## config.mk

```make
export PLATFORM = sky130hd
export DESIGN_NAME = instr_sequencer
export DESIGN_NICKNAME = d
export VERILOG_FILES = /design/src/rtl/seq_ctrl_pkg.sv /design/src/rtl/seq_decode.sv /design/src/rtl/seq_phase.sv /design/src/rtl/seq_strobes.sv /design/src/rtl/instr_sequencer.sv
export SDC_FILE = /design/constraint.sdc
export NUM_CORES = 1
export LEC_CHECK = 0
export ABC_AREA = 1
export BUFFER_PORTS_ARGS = -buffer_cell sky130_fd_sc_hd__buf_2
export CORE_UTILIZATION = 45
export DETAILED_ROUTE_END_ITERATION = 16
export PLACE_DENSITY = 0.75
export SKIP_LAST_GASP = 1
export SLEW_MARGIN = 20
export SYNTH_ARGS = -nofsm -noshare
export SYNTH_HDL_FRONTEND = slang
export SYNTH_SLANG_ARGS = --single-unit
```

## constraint.sdc

```tcl
create_clock -name clk -period 2.9 [get_ports clk]
set_clock_uncertainty 0.2 [all_clocks]
set_input_delay 0.29 -clock clk [delete_from_list [all_inputs] [get_ports clk]]
set_output_delay 0.29 -clock clk [all_outputs]
set_load 0.005 [all_outputs]
```

## src/rtl/seq_ctrl_pkg.sv

```systemverilog
package seq_ctrl_pkg;
  localparam int DW   = 8;
  localparam int NREG = 8;
  localparam int RW   = $clog2(NREG);

  localparam int AS_PC  = 0;
  localparam int AS_INC = 1;
  localparam int AS_M   = 2;
  localparam int AS_XY  = 3;
  localparam int AS_J   = 4;
  localparam int AS_N   = 5;

  localparam int AL_PC  = 0;
  localparam int AL_XY  = 1;
  localparam int AL_INC = 2;
  localparam int AL_N   = 3;

  typedef enum logic [3:0] {
    K_NOP, K_MOVE, K_ALU, K_LDI, K_LDM, K_STM, K_XYINC,
    K_MOV16, K_HALT, K_JMP, K_CALL, K_BR
  } kind_t;

  typedef struct packed {
    kind_t         kind;
    logic [RW-1:0] dst;
    logic [RW-1:0] src;
    logic [2:0]    fn;
    logic [DW-1:0] imm;
    logic [1:0]    cond;  // 0 sign, 1 carry, 2 zero, 3 not-zero
  } dec_t;

  function automatic logic kind_long(kind_t k);
    return (k == K_JMP) || (k == K_CALL) || (k == K_BR);
  endfunction
endpackage

```

## src/rtl/seq_decode.sv

```systemverilog
module seq_decode
  import seq_ctrl_pkg::*;
(
  input  logic [DW-1:0] ir,
  output dec_t          dec
);
  always_comb begin
    dec = '0;
    dec.kind = K_NOP;
    casez (ir)
      8'b00??????: begin
        dec.kind = K_MOVE;
        dec.dst  = ir[5:3];
        dec.src  = ir[2:0];
      end
      8'b01??????: begin
        dec.kind = K_LDI;
        dec.dst  = {2'b00, ir[5]};
        dec.imm  = {{(DW-5){ir[4]}}, ir[4:0]};
      end
      8'b1000????: begin
        dec.kind = K_ALU;
        dec.dst  = ir[3] ? 3'd3 : 3'd0;
        dec.fn   = ir[2:0];
      end
      8'b100100??: begin
        dec.kind = K_LDM;
        dec.dst  = {1'b0, ir[1:0]};
      end
      8'b100110??: begin
        dec.kind = K_STM;
        dec.src  = {1'b0, ir[1:0]};
      end
      8'b10101110: dec.kind = K_HALT;
      8'b1010???0: begin
        if (ir[2:1] != 2'b11) begin
          dec.kind = K_MOV16;
          dec.dst  = {2'b00, ir[3]};
          dec.src  = {1'b0, ir[2:1]};
        end
      end
      8'b10110000: dec.kind = K_XYINC;
      8'b11100110: dec.kind = K_JMP;
      8'b11100111: dec.kind = K_CALL;
      8'b11110000: begin dec.kind = K_BR; dec.cond = 2'd0; end
      8'b11101000: begin dec.kind = K_BR; dec.cond = 2'd1; end
      8'b11100100: begin dec.kind = K_BR; dec.cond = 2'd2; end
      8'b11100010: begin dec.kind = K_BR; dec.cond = 2'd3; end
      default:     dec.kind = K_NOP;
    endcase
  end
endmodule

```

## src/rtl/seq_phase.sv

```systemverilog
module seq_phase #(
  parameter int BYTE_PH = 8,
  parameter int NBYTES  = 3,
  localparam int SW = $clog2(BYTE_PH),
  localparam int LW = $clog2(NBYTES),
  localparam int PW = $clog2(BYTE_PH * NBYTES)
) (
  input  logic          clk,
  input  logic          rst_n,
  input  logic          is_long,
  input  logic          hold,
  output logic [SW-1:0] sub,
  output logic [LW-1:0] slot,
  output logic [PW-1:0] ph
);
  localparam logic [SW-1:0] SUB_LAST  = SW'(BYTE_PH - 1);
  localparam logic [LW-1:0] SLOT_LAST = LW'(NBYTES - 1);

  always_ff @(posedge clk or negedge rst_n) begin
    if (!rst_n) begin
      sub  <= '0;
      slot <= '0;
    end else if (!hold) begin
      if (sub == SUB_LAST) begin
        sub <= '0;
        if (!is_long || slot == SLOT_LAST) slot <= '0;
        else                                slot <= slot + 1'b1;
      end else begin
        sub <= sub + 1'b1;
      end
    end
  end

  assign ph = PW'(slot) * PW'(BYTE_PH) + PW'(sub);

  assert_phase_range_R3: assert property (@(posedge clk) disable iff (!rst_n)
    (slot <= SLOT_LAST) && (32'(sub) < BYTE_PH));
  assert_short_wrap_R3: assert property (@(posedge clk) disable iff (!rst_n)
    (slot == '0 && sub == SUB_LAST && !is_long && !hold) |=> (ph == '0));
  assert_hold_freeze_R14: assert property (@(posedge clk) disable iff (!rst_n)
    hold |=> $stable(ph));
endmodule

```

## src/rtl/seq_strobes.sv

```systemverilog
module seq_strobes
  import seq_ctrl_pkg::*;
#(
  parameter int BYTE_PH = 8,
  parameter int NBYTES  = 3,
  localparam int SW = $clog2(BYTE_PH),
  localparam int LW = $clog2(NBYTES)
) (
  input  logic            clk,
  input  logic            rst_n,
  input  dec_t            dec,
  input  logic [SW-1:0]   sub,
  input  logic [LW-1:0]   slot,
  input  logic            flag_z,
  input  logic            flag_c,
  input  logic            flag_s,
  output logic            ir_ld,
  output logic [AS_N-1:0] addr_sel,
  output logic [AL_N-1:0] addr_ld,
  output logic            mem_rd,
  output logic            mem_wr,
  output logic [NREG-1:0] dreg_sel,
  output logic [NREG-1:0] dreg_ld,
  output logic [1:0]      j_ld,
  output logic            alu_oe,
  output logic [2:0]      alu_fn,
  output logic            cc_ld,
  output logic            imm_oe,
  output logic [DW-1:0]   imm_val,
  output logic            halted
);
  localparam logic [LW-1:0] SLOT_LAST = LW'(NBYTES - 1);
  localparam logic [SW-1:0] EXEC0     = SW'(4);

  logic          is_long, in_fetch, in_exec, taken;
  logic [SW-1:0] e;
  logic [NREG-1:0] src_hot, dst_hot;

  assign is_long  = kind_long(dec.kind);
  assign in_fetch = (sub < EXEC0);
  assign in_exec  = !in_fetch && (slot == (is_long ? SLOT_LAST : '0));
  assign e        = sub - EXEC0;
  assign src_hot  = NREG'(1) << dec.src;
  assign dst_hot  = NREG'(1) << dec.dst;

  always_comb begin
    case (dec.cond)
      2'd0:    taken = flag_s;
      2'd1:    taken = flag_c;
      2'd2:    taken = flag_z;
      default: taken = !flag_z;
    endcase
  end

  always_comb begin
    ir_ld = 1'b0; addr_sel = '0; addr_ld = '0; mem_rd = 1'b0; mem_wr = 1'b0;
    dreg_sel = '0; dreg_ld = '0; j_ld = '0; alu_oe = 1'b0; alu_fn = '0;
    cc_ld = 1'b0; imm_oe = 1'b0; imm_val = '0; halted = 1'b0;
    if (in_fetch) begin
      case (sub)
        SW'(0): begin addr_sel[AS_PC] = 1'b1; mem_rd = 1'b1; end
        SW'(1): begin
          addr_sel[AS_PC] = 1'b1; mem_rd = 1'b1; addr_ld[AL_INC] = 1'b1;
          if (slot == '0)             ir_ld   = 1'b1;
          else if (slot == LW'(1))    j_ld[1] = 1'b1;
          else                        j_ld[0] = 1'b1;
        end
        SW'(2): addr_sel[AS_INC] = 1'b1;
        default: begin addr_sel[AS_INC] = 1'b1; addr_ld[AL_PC] = 1'b1; end
      endcase
    end else if (in_exec && e < SW'(4)) begin
      case (dec.kind)
        K_MOVE: if (e < SW'(2)) begin
          dreg_sel = src_hot;
          if (e == SW'(1)) dreg_ld = dst_hot;
        end
        K_ALU: if (e < SW'(2)) begin
          alu_oe = 1'b1; alu_fn = dec.fn;
          if (e == SW'(1)) begin dreg_ld = dst_hot; cc_ld = 1'b1; end
        end
        K_LDI: if (e < SW'(2)) begin
          imm_oe = 1'b1; imm_val = dec.imm;
          if (e == SW'(1)) dreg_ld = dst_hot;
        end
        K_LDM: if (e < SW'(2)) begin
          addr_sel[AS_M] = 1'b1; mem_rd = 1'b1;
          if (e == SW'(1)) dreg_ld = dst_hot;
        end
        K_STM: if (e < SW'(2)) begin
          addr_sel[AS_M] = 1'b1; dreg_sel = src_hot;
          if (e == SW'(1)) mem_wr = 1'b1;
        end
        K_XYINC: begin
          if (e == SW'(0)) begin addr_sel[AS_XY] = 1'b1; addr_ld[AL_INC] = 1'b1; end
          else if (e == SW'(1)) addr_sel[AS_INC] = 1'b1;
          else if (e == SW'(2)) begin addr_sel[AS_INC] = 1'b1; addr_ld[AL_XY] = 1'b1; end
        end
        K_MOV16: if (e < SW'(2)) begin
          case (dec.src[1:0])
            2'd0:    addr_sel[AS_M]  = 1'b1;
            2'd1:    addr_sel[AS_XY] = 1'b1;
            default: addr_sel[AS_J]  = 1'b1;
          endcase
          if (e == SW'(1)) begin
            if (dec.dst[0]) addr_ld[AL_PC] = 1'b1;
            else            addr_ld[AL_XY] = 1'b1;
          end
        end
        K_HALT: if (e == SW'(0)) halted = 1'b1;
        K_JMP, K_BR: if ((dec.kind == K_JMP || taken) && e < SW'(2)) begin
          addr_sel[AS_J] = 1'b1;
          if (e == SW'(1)) addr_ld[AL_PC] = 1'b1;
        end
        K_CALL: begin
          if (e < SW'(2)) begin
            addr_sel[AS_PC] = 1'b1;
            if (e == SW'(1)) addr_ld[AL_XY] = 1'b1;
          end else begin
            addr_sel[AS_J] = 1'b1;
            if (e == SW'(3)) addr_ld[AL_PC] = 1'b1;
          end
        end
        default: ;
      endcase
    end
  end

  assert_addr_onehot_R2: assert property (@(posedge clk) disable iff (!rst_n)
    $onehot0(addr_sel));
  assert_rd_wr_excl_R7: assert property (@(posedge clk) disable iff (!rst_n)
    !(mem_rd && mem_wr));
  assert_dreg_ld_onehot_R4: assert property (@(posedge clk) disable iff (!rst_n)
    $onehot0(dreg_ld));
  assert_cc_with_alu_R5: assert property (@(posedge clk) disable iff (!rst_n)
    cc_ld |-> alu_oe);
  assert_jld_on_read_R10: assert property (@(posedge clk) disable iff (!rst_n)
    (|j_ld) |-> (mem_rd && addr_sel[AS_PC]));
  assert_pc_not_self_R11: assert property (@(posedge clk) disable iff (!rst_n)
    addr_ld[AL_PC] |-> !addr_sel[AS_PC]);
endmodule

```

## src/rtl/instr_sequencer.sv

```systemverilog
module instr_sequencer
  import seq_ctrl_pkg::*;
#(
  parameter int BYTE_PH = 8,
  parameter int NBYTES  = 3,
  localparam int PW = $clog2(BYTE_PH * NBYTES)
) (
  input  logic            clk,
  input  logic            rst_n,
  input  logic [7:0]      mem_rdata,
  input  logic            flag_z,
  input  logic            flag_c,
  input  logic            flag_s,
  output logic [PW-1:0]   phase,
  output logic [4:0]      addr_sel,
  output logic [2:0]      addr_ld,
  output logic            mem_rd,
  output logic            mem_wr,
  output logic [7:0]      dreg_sel,
  output logic [7:0]      dreg_ld,
  output logic [1:0]      j_ld,
  output logic            alu_oe,
  output logic [2:0]      alu_fn,
  output logic            cc_ld,
  output logic            imm_oe,
  output logic [7:0]      imm_val,
  output logic            halted
);
  localparam int SW = $clog2(BYTE_PH);
  localparam int LW = $clog2(NBYTES);

  logic [DW-1:0] ir;
  logic          ir_ld;
  dec_t          dec;
  logic [SW-1:0] sub;
  logic [LW-1:0] slot;

  always_ff @(posedge clk or negedge rst_n) begin
    if (!rst_n)     ir <= '0;
    else if (ir_ld) ir <= mem_rdata;
  end

  seq_decode u_dec (.ir(ir), .dec(dec));

  seq_phase #(.BYTE_PH(BYTE_PH), .NBYTES(NBYTES)) u_phase (
    .clk(clk), .rst_n(rst_n), .is_long(kind_long(dec.kind)), .hold(halted),
    .sub(sub), .slot(slot), .ph(phase)
  );

  seq_strobes #(.BYTE_PH(BYTE_PH), .NBYTES(NBYTES)) u_strb (
    .clk(clk), .rst_n(rst_n), .dec(dec), .sub(sub), .slot(slot),
    .flag_z(flag_z), .flag_c(flag_c), .flag_s(flag_s),
    .ir_ld(ir_ld), .addr_sel(addr_sel), .addr_ld(addr_ld),
    .mem_rd(mem_rd), .mem_wr(mem_wr), .dreg_sel(dreg_sel), .dreg_ld(dreg_ld),
    .j_ld(j_ld), .alu_oe(alu_oe), .alu_fn(alu_fn), .cc_ld(cc_ld),
    .imm_oe(imm_oe), .imm_val(imm_val), .halted(halted)
  );

  assert_halt_sticky_R14: assert property (@(posedge clk) disable iff (!rst_n)
    halted |=> (halted && addr_sel == '0 && !mem_rd && !mem_wr));
  assert_ir_only_fetch_R2: assert property (@(posedge clk) disable iff (!rst_n)
    (phase > PW'(1)) |=> $stable(ir) || phase == '0 || phase == PW'(1) || $past(phase) == PW'(1));
endmodule

```

==> results of run 1 <==
[registers in the layout, summed over array words and instances (netlist names)]
register,cells
u_phase.slot,2
ir,8
u_phase.sub,3
[stage by stage]
step,TNS (ns),std cells,hold WS (ns),instance area (um^2)
after floorplan,0,268,-0.206,1540
after global placement,0,369,-0.0112,1880
after detailed placement,0,369,-0.00835,1880
after CTS,0,375,0.0461,1930
after global routing,-0.451,390,0.0617,2110
final,0,390,0.0468,2110
[per-layer routing]
| metal | up-vias | share of wire, % | wire [um] |
|---|---|---|---|
| li1 | 1011 | - | - |
| met5 | - | 0 | 0 |
| met3 | 9 | 7.3 | 339 |
| met4 | 0 | 2.1 | 100 |
| met2 | 99 | 44 | 2050 |
| met1 | 887 | 47 | 2170 |
[report_power, final]
group	switching, W	leakage [nW]	internal [W]
clock	0.0000633	0.0177	0.0000513
combinational	0.000738	1.04	0.000424
sequential	0.0000960	0.152	0.000254
total	0.000897	1.20	0.000729
[worst max-delay path by stage]
stage	start	end	cells past startpoint
2_1_floorplan	ir[4]	imm_val[5]	14
3_3_place_gp	ir[1]	imm_val[6]	13
3_5_place_dp	ir[1]	imm_val[5]	13
4_1_cts	ir[4]	imm_val[5]	14
5_1_grt	ir[0]	imm_val[5]	14
6_report	ir[1]	imm_val[7]	14
[final cells by class]
type / count / area, um^2
tap: 44 / 55.1
inverter: 39 / 159
clock inverter: 1 / 5.00
timing repair buffer: 78 / 438
fill: 298 / 1040
clock buffer: 3 / 22.5
sequential: 13 / 329
multi-input combinational: 212 / 1100
[cells by family after synthesis]
family	after synthesis	share of synthesized area [%]
compound gates	26	9.27
fa+ha+maj	8	6.50
buf+inv	43	11.2
flops	13	21.1
simple gates	178	51.9
[layout by cell type (no fill, tap or decap)]
master / Yosys / layout
o31ai_1: 1 / 1
nand2_1: 65 / 60
nand3_4: 0 / 2
ha_1: 8 / 8
nor2_2: 3 / 2
dfrtp_2: 0 / 3
a21oi_1: 13 / 13
a21oi_4: 0 / 1
o21ai_0: 8 / 7
nand3_1: 18 / 18
nand4_1: 4 / 4
inv_1: 33 / 33
inv_4: 0 / 3
nand3b_1: 2 / 2
nor2_8: 1 / 1
nor4_1: 1 / 1
nor2_1: 56 / 55
clkbuf_4: 0 / 3
nor3_1: 17 / 16
nor2_4: 1 / 3
nor3_2: 0 / 1
nand2_4: 0 / 1
nor3b_1: 2 / 2
or2_2: 3 / 3
clkinv_2: 0 / 1
buf_4: 3 / 17
o221ai_2: 0 / 1
a22oi_1: 1 / 1
dlygate4sd3_1: 0 / 1
clkinv_4: 0 / 1
inv_2: 6 / 2
buf_2: 0 / 60
dfrtp_1: 13 / 10
o21ai_1: 1 / 2
nand2_2: 3 / 7
[Yosys cell counts, drive strengths merged]
cell type   n  area, um^2
nor4        1        6.26
nand3      20         110
nor3b       2        15.0
o221ai      1        8.76
o21ai       9        45.0
or2         3        18.8
inv        39         146
a22oi       1        7.51
nor2       61         260
nor3       17        85.1
nand3b      2        15.0
clkbuf      1        3.75
dfrtp      13         325
nand2      68         263
buf         3        22.5
a21oi      14        73.8
o31ai       1        7.51
nand4       4        25.0
ha          8         100
[worst max-delay path: stages (launching register included)]
cell	delay, ns
dfrtp_2	0.46
inv_4	0.10
nand2_2	0.07
nor2_1	0.15
nand2_1	0.11
nand2_2	0.10
nor2_4	0.04
nand2_2	0.09
inv_1	0.09
nand2_2	0.10
nand2_4	0.09
nor2_8	0.21
nand3_4	0.15
nor2_4	0.15
buf_2	0.12
[timing repair]
action	4_1_cts	5_1_grt
hold buffers	1	0
pin swaps	1	5
buffers inserted	1	15
hold endpoints to repair	13	0
endpoints found under the setup margin	4	39
resized for setup	3	20
==> impl_metrics.yaml, run 1 <==
floorplanning:
  io_pins: 61
  die_h_um: 60.5
  core_mm2: 0.00315
  placementRows: 20
  start_util_pct: 48.8
  chipWidth_um: 60.5
  dieArea_mm2: 0.00366
route:
  drt-initial-drc-count: 101
  dr.pass1.iters: 4
  drc_errors: 0
  postRouteAntennaNets: 0
  routedWlPerCell_um: 11.9
  routed_via_density: 5.14
  wl_um: 4660
  routed-via-count: 2006
power_and_ir_drop:
  p_total_w: 0.00163
  leakage_nw: 1.20
  powerDensity_mw_per_mm2: 770
  ir_drop_v: 0.000547
finish:
  n_antenna_cell: 0
  fin_util_pct: 67.0
  nets: 368
  drive_gt1_share_pct: 32.4
  synthToLayoutAreaGrowth_pct: 37.3
placed_design:
  port_buffers: 60
  pre_cts_slack_ns: 0.269
  hpwl_um: 3540
  place_congestion: 0.914
global_routing:
  grtUsageMet2_pct: 38.3
  grtUsageMet1_pct: 35.1
  met3_usage_pct: 2.13
  grtUsageTotal_pct: 24.6
  grt_pass1_vias: 1504
  grt_busiest_layer: "met2"
  grt_max_degree: 17
  grt_pass1_wl_um: 6670
  grt_overflow_total: 0
  antenna_found_initial: 0
timing:
  setup_slack_ns: 0.0910
  hold_viol_final: 0
  setup_violations: 0
  fin_crit_ns: 2.81
  max-slew-margin-rel_pct: 68.4
  finalCritPeriodShare_pct: 96.9
  worst_slew_pin_slew_ns: 0.473
  fmaxAchievable_mhz: 356
  final_max_slew_viol_count: 0
logic_synthesis:
  synth.avg_cell_area_um2: 5.74
  seq_area_frac_synth_pct: 21.1
  yosysWarningCount: 0
  yosys_register_bits: 13
  syn_nets: 289
  yosysUniqueCellTypes: 27
  syn_inst: 268
  synthesis.area_mm2: 0.00154
worst_setup_path:
  criticalPathCategory: "reg2out"
  reg2regPathDepth: 12
  ff2ff_setup_slack_ns: 0.77
  timing.rr.start: "ir[1]"
  crit_fanout: 7
  crit_path_start_kind: "flop"
  r2r-end: "u_phase.sub[1]"
  cp-end-kind: "output port"
  crit_arrival_ns: 2.32
  worstPathRequired_ns: 2.41
clock_tree:
  clock-root-buffer: "clkbuf_4"
  clockBufferDepth: 2
  cts_tree: "done"
  ctsHtreeMaxLevel: 1
  clock-sinks: 13
  clock_latency_ns: 0.28
  clkTransAtPathRegs_ns: 0.09
  cts_made_buffers: 3
hold_path:
  hold_path_depth: 3
  whs_endpoint: "ir[4]"
  hold_class: "in2reg"
  min_from: "mem_rdata[4]"
outcome:
  status: "finished, final reports clean"
job:
  maxCapViolCount: 0
Note: power is estimated with default switching activity, not from simulation.
==> run 2, diff against run 1 <==
==> constraint.sdc (replaced) <==
create_clock -name clk -period 2.62 [get_ports clk]
set_clock_uncertainty 0.2 [all_clocks]
set_input_delay 0.262 -clock clk [delete_from_list [all_inputs] [get_ports clk]]
set_output_delay 0.262 -clock clk [all_outputs]
set_load 0.005 [all_outputs]
==> run 2 against run 1 <==
Effect of this change:
- the flow now finishes with violations (negative setup slack)
- wire length up 30%
- utilization rose by 8.6 points
- highest routed layer unchanged
- via count up 13%
- non-clock buffer count is 19 higher
- largest power group unchanged
==> impl_metrics.yaml, run 2 (same netlist as run 1, synthesis figures left out) <==
worst_setup_path:
  worstPathRequired_ns: 2.16
  crit_path_top_delay_cell: "dfrtp_1"
  crit_path_start_kind: "flop"
  crit_top_cell: "nand2_2"
  cp-end-kind: "output port"
  critPathMaxStageDelay_ns: 0.41
  crit_chain: "inv_2 -> nand2_2 -> nor2_4 -> nand2_2 -> nand2_2 -> nor2_4 -> nand2_4 -> inv_2 -> nand2_2 -> nand2_4 -> nor2_8 -> nand3_4 -> nor2_4 -> buf_2"
  r2r-end: "u_phase.sub[1]"
  crit_fanout: 7
  worst-path-buf-inv: 3
  timing.rr.start: "ir[0]"
  reg2regPathDepth: 13
  criticalPathCategory: "reg2out"
  ff2ff_setup_slack_ns: 0.36
  crit_start: "ir[0]"
  crit_end: "imm_val[5]"
  crit_arrival_ns: 2.25
  cp_num_cells: 14
  cpLargestDelayFamily: "simple AND/OR/NAND/NOR gates"
route:
  routed_via_density: 5.56
  routedWlPerCell_um: 14.8
  routed-via-count: 2272
  drt-initial-drc-count: 271
  drc_errors: 0
  postRouteAntennaNets: 0
  dr.pass1.iters: 5
  wl_um: 6060
timing:
  setup_slack_ns: -0.0951
  worst_slew_pin_slew_ns: 0.489
  finalCritPeriodShare_pct: 104
  fin_tns_setup_ns: -1.45
  fmaxAchievable_mhz: 368
  setup_violations: 29
  fin_crit_ns: 2.72
  final_max_slew_viol_count: 0
  max-slew-margin-rel_pct: 67.0
  hold_viol_final: 0
  rsz0062_at_grt: "yes"
clock_tree:
  clock-sinks: 13
  cts_tree: "done"
  ctsHtreeMaxLevel: 1
  clockBufferDepth: 2
  clkTransAtPathRegs_ns: 0.08
  clock-root-buffer: "clkbuf_4"
  clock_latency_ns: 0.29
  cts_made_buffers: 3
finish:
  regMostFlops: "ir"
  largestRegisters: "ir (8), u_phase.sub (3), u_phase.slot (2)"
  nets: 387
  final_area_mm2: 0.00238
  n_antenna_cell: 0
  final_common_cell: "buf_2"
  most-common-layout-cells: "buf_2 (60), nor2_1 (49), nand2_1 (48)"
  regArea_um2: 330
  synthToLayoutAreaGrowth_pct: 54.9
  nFillCells: 238
  largest_register_ffs: 8
  drive_gt1_share_pct: 44.1
  multi_input_area_mm2: 0.00124
outcome:
  violations: "negative setup slack"
  status: "complete, but fails checks"
floorplanning:
  dieArea_mm2: 0.00366
  start_util_pct: 48.8
  die_h_um: 60.5
  core_mm2: 0.00315
  chipWidth_um: 60.5
  io_pins: 61
  placementRows: 20
global_routing:
  antenna_found_initial: 0
  grtUsageTotal_pct: 28.7
  grt_overflow_total: 0
  grt_max_degree: 17
  grt_pass1_wl_um: 7910
  grt_pass1_vias: 1774
power_and_ir_drop:
  ir_drop_v: 0.000714
  p_total_w: 0.00218
  leakage_nw: 1.32
  powerDensity_mw_per_mm2: 915
placed_design:
  place_area_mm2: 0.00191
  port_buffers: 60
  hpwl_um: 3670
  pre_cts_slack_ns: 0.0106
  place_congestion: 1.01
job:
  maxCapViolCount: 0
hold_path:
  hold_class: "in2reg"
==> run 2: cell count changes in the layout (fill, tap and decap cells not counted), moves of 3 or more <==
| cell | change |
|---|---|
| buf_4 | +18 |
| inv_2 | +5 |
| nand2_1 | -12 |
| nand2_2 | +9 |
| nand2_4 | +3 |
| nor2_1 | -6 |
| nor2_2 | +3 |
| nor2_4 | +3 |
| nor3_1 | -4 |
| nor3_2 | +3 |
==> run 2: how the worst min path moves through the flow <==
stage                     endpoint  cells after the start         start
after global placement       ir[0]                      1         rst_n
after detailed placement     ir[0]                      1         rst_n
after global routing         ir[5]                      3  mem_rdata[5]
after floorplan              ir[0]                      0         rst_n
final                        ir[5]                      3  mem_rdata[5]
after CTS                    ir[5]                      3  mem_rdata[5]
==> run 2: timing repair <==
action / 4_1_cts / 5_1_grt
hold buffers: 1 / 0
hold endpoints to repair: 13 / 0
pin swaps: 5 / 17
gates resized for setup: 22 / 38
setup buffers: 16 / 15
cloned: 0 / 0
setup endpoints to repair: 41 / 41
==> run 2: report_power, final <==
| group | total, W | internal [W] | switching [W] |
|---|---|---|---|
| registers | 0.000397 | 0.000283 | 0.000114 |
| logic | 0.00165 | 0.000627 | 0.00103 |
| clock network | 0.000130 | 0.0000592 | 0.0000705 |
| total | 0.00218 | 0.000969 | 0.00121 |
==> run 2: layer usage <==
layer	global-route usage, %	part of all wire, %	vias to the layer above
met2	47.7	47	176
li1	-	-	1050
met1	39.2	39	1012
met5	0	0	-
met3	1.92	9.2	34
met4	11.4	4.7	0
==> run 2: metrics by stage <==
step / hold slack (ns) / utilization, % / std cells
2_1_floorplan: -0.234 / - / 268
3_3_place_gp: -0.0311 / 60.4 / 373
3_5_place_dp: -0.0305 / 60.4 / 373
4_1_cts: 0.0176 / 67.7 / 394
5_1_grt: 0.0305 / 75.6 / 409
6_report: 0.0138 / 75.6 / 409
==> run 2: layout make-up <==
type	instances	share of cell area, %
clock buffers	4	1.10
well taps	44	2.31
flip-flops and latches	13	13.9
inverters	39	6.25
repair buffers	97	24.5
multi-input cells	212	52.0
==> run 2: tightest hold or removal path, cell delays in order <==
cell	delay [ns]
buf_2	0.07
nor2_1	0.03
a21oi_1	0.09
==> run 3, diff against run 2 <==
--- a/config.mk
+++ b/config.mk
@@ -5,11 +5,10 @@
 export SDC_FILE = /design/constraint.sdc
 export NUM_CORES = 1
 export LEC_CHECK = 0
-export ABC_AREA = 1
 export BUFFER_PORTS_ARGS = -buffer_cell sky130_fd_sc_hd__buf_2
 export CORE_UTILIZATION = 45
 export DETAILED_ROUTE_END_ITERATION = 16
-export PLACE_DENSITY = 0.75
+export PLACE_DENSITY = 0.72
 export SKIP_LAST_GASP = 1
 export SLEW_MARGIN = 20
 export SYNTH_ARGS = -nofsm -noshare
==> constraint.sdc (replaced) <==
create_clock -name clk -period 2.88 [get_ports clk]
set_clock_uncertainty 0.2 [all_clocks]
set_input_delay 0.288 -clock clk [delete_from_list [all_inputs] [get_ports clk]]
set_output_delay 0.288 -clock clk [all_outputs]
set_load 0.005 [all_outputs]
==> run 3 against run 2 <==
Effect of this change:
- the flow still finishes with violations (negative setup slack)
- clock-buffer cell count unchanged
- final cell count fell by 5.1%
- critical path depth fell by 6
- worst hold slack better by 0.062 ns
- die area up 21%
- sequential power rose by 2%
- synthesized cell count is 13% lower
- flip-flop and latch count did not move
- critical path type unchanged
- first-iteration DRC count fell by 20%
- sequential share of layout area down 2.0 points
- design area is 19% higher
==> impl_metrics.yaml, run 3 <==
outcome:
  status: "complete, but fails checks"
  violations: "negative setup slack"
floorplanning:
  placementRows: 23
  start_util_pct: 46.7
  dieArea_mm2: 0.00441
  io_pins: 61
  core_mm2: 0.00400
  chipWidth_um: 66.4
  die_h_um: 66.4
route:
  dr.pass1.iters: 5
  drc_errors: 0
  wl_um: 6860
  routed_via_density: 6.16
  postRouteAntennaNets: 0
  routedWlPerCell_um: 17.7
  drt-initial-drc-count: 217
  routed-via-count: 2391
logic_synthesis:
  yosysUniqueCellTypes: 69
  synth_compound_area_share_pct: 23.6
  ys_top_cells_by_count: "nand2_1 (16), nor2_1 (16), nor3_1 (14), dfrtp_1 (13), and2_1 (12)"
  synthesis.area_mm2: 0.00187
  synth_edf_count: 0
  ys.flop_type: "dfrtp_1"
  synth_mux_area_share_pct: 6.70
  seq_area_frac_synth_pct: 17.4
  yosys_register_bits: 13
  synthSimpleGateAreaFrac_pct: 37.8
  synth_top_area_cell: "dfrtp_1"
  synth.avg_cell_area_um2: 8.01
  syn_inst: 233
  syn_nets: 254
  yosysWarningCount: 0
  synth_top_family_by_area: "simple AND/OR/NAND/NOR gates"
  synthAdderAreaFrac_pct: 5.97
  synth_xor_area_share_pct: 1.41
  synthTopCellsByArea: "dfrtp_1 (17%), ha_1 (5.4%), mux2_2 (4.8%), and2_1 (4.0%), nor3_1 (3.8%)"
  async_flop_share_pct: 100
  synthDominantCellAreaShare_pct: 17.4
timing:
  fin_tns_setup_ns: -1.87
  setup_violations: 31
  fin_crit_ns: 3.11
  worst_hold_slack_ns: 0.0756
  final_max_slew_viol_count: 0
  finalCritPeriodShare_pct: 108
  max-slew-margin-rel_pct: 64.1
  rsz0062_at_grt: "yes"
  setup_slack_ns: -0.232
  hold_viol_final: 0
  worst_slew_pin_slew_ns: 0.533
  fmaxAchievable_mhz: 321
power_and_ir_drop:
  ir_drop_v: 0.000655
  leakage_nw: 1.32
  powerDensity_mw_per_mm2: 1130
clock_tree:
  cts_tree: "done"
  clock-root-buffer: "clkbuf_8"
  clock-sinks: 13
  clock_latency_ns: 0.24
  ctsHtreeMaxLevel: 1
  clockBufferDepth: 2
  cts_made_buffers: 3
  clkTransAtPathRegs_ns: 0.05
job:
  maxCapViolCount: 0
global_routing:
  grtUsageTotal_pct: 26.3
  grt_overflow_total: 0
  grt_max_degree: 16
  grt_pass1_vias: 1916
  grt_pass1_wl_um: 8910
  antenna_found_initial: 0
finish:
  regMostFlops: "ir"
  regArea_um2: 335
  final_area_mm2: 0.00283
  largestRegisters: "ir (8), u_phase.sub (3), u_phase.slot (2)"
  nets: 360
  largest_register_ffs: 8
  most-common-layout-cells: "buf_2 (61), buf_4 (49), nand2_1 (15), nor2_1 (15), nor3_1 (13)"
  nFillCells: 333
  synthToLayoutAreaGrowth_pct: 51.7
  drive_gt1_share_pct: 52.4
  n_antenna_cell: 0
  final_common_cell: "buf_2"
  multi_input_area_mm2: 0.00157
worst_setup_path:
  critPathMaxStageDelay_ns: 0.46
  crit_path_top_delay_cell: "a2111oi_1"
  worstPathRequired_ns: 2.39
  crit_path_start_kind: "flop"
  crit_arrival_ns: 2.62
  crit_fanout: 8
  cpLargestDelayFamily: "compound AO/OA/AOI/OAI gates"
  criticalPathCategory: "reg2out"
  cp-end-kind: "output port"
  worst-path-buf-inv: 3
  crit_chain: "buf_6 -> buf_4 -> and4b_1 -> o211ai_1 -> o311ai_2 -> o21bai_1 -> a2111oi_1 -> buf_2"
placed_design:
  place_congestion: 0.981
  port_buffers: 60
  place_area_mm2: 0.00234
  hpwl_um: 4360
hold_path:
  hold_class: "in2reg"
==> run 3: cell types whose count changed in the layout (fill, tap and decap cells not counted), sizes merged, moves of 6 or more <==
| cell | change |
|---|---|
| nand2 | -52 |
| buf | +22 |
| nor2b | +6 |
| inv | -29 |
| nor4b | +7 |
| nor4 | +6 |
| nand3 | -15 |
| mux2 | +9 |
| nor2 | -44 |
| and2 | +12 |
==> run 3: cells by family after synthesis <==
kind of cell    Yosys count
mux                      11
fa+ha+maj                 9
buf+inv                  28
xor+xnor                  3
flops                    13
compound gates           59
simple gates            110
==> run 3: metrics by stage <==
step	std cells	power, W	setup WS (ns)	util (%)
5_1_grt	388	0.00339	-0.252	70.8
4_1_cts	366	0.00263	-0.0111	62.6
3_5_place_dp	352	0.00231	0.0579	58.4
6_report	388	0.00320	-0.232	70.8
3_3_place_gp	352	0.00227	0.105	58.4
2_1_floorplan	233	0.00168	0.245	-
==> run 3: path summary, 6_finish.rpt <==
| kind | slack, ns | cells after the start | start | to |
|---|---|---|---|---|
| worst max-delay path | -0.23 | 8 | ir[3] | halted |
| worst min-delay path | 0.08 | 2 | mem_rdata[0] | ir[0] |
| worst max register to register | 0.14 | 9 | ir[3] | u_phase.sub[0] |
| worst min register to register | 0.39 | 1 | ir[0] | ir[0] |
| max in group asynchronous | 1.97 | 2 | rst_n | ir[7] |
| min in group asynchronous | 0.27 | 2 | rst_n | u_phase.sub[1] |
==> run 3: repair_timing <==
item                                    4_1_cts  5_1_grt
buffers inserted                              9       21
gates cloned                                  0        1
gates resized for setup                      16       33
pin swaps                                     4       16
endpoints found under the setup margin       27       36
hold buffers                                  1        0
endpoints found under the hold margin        13        0
==> run 3: power breakdown <==
part           internal (W)  total (W)  switching, W
clock             0.0000975   0.000158     0.0000609
sequential         0.000271   0.000403      0.000132
combinational       0.00125    0.00264       0.00139
total               0.00162    0.00320       0.00158
==> run 3: area by class of cell <==
class                           count  share of cell area, %
Inverter                           10                   1.33
Clock buffer                        4                   1.59
Tap cell                           50                   2.21
Sequential cell                    13                   11.8
Timing Repair Buffer              119                   27.6
Multi-Input combinational cell    192                   55.4
==> run 3: metal layers <==
layer	global-route usage (%)	vias to the layer above	share of wire, %
li1	-	1090	-
met1	34.4	1117	41
met2	41.5	158	48
met3	4.14	26	7.6
met4	13.3	0	4.2
met5	0	-	0
==> run 3: worst reg2reg max path, stage by stage (launching register included) <==
cell and delay (ns):
dfrtp_2 0.43, buf_6 0.12, buf_4 0.11, and4b_1 0.20, o211ai_1 0.38, o311ai_2 0.26, buf_4 0.20, a211oi_2 0.21
o221ai_2 0.18, mux2_4 0.32
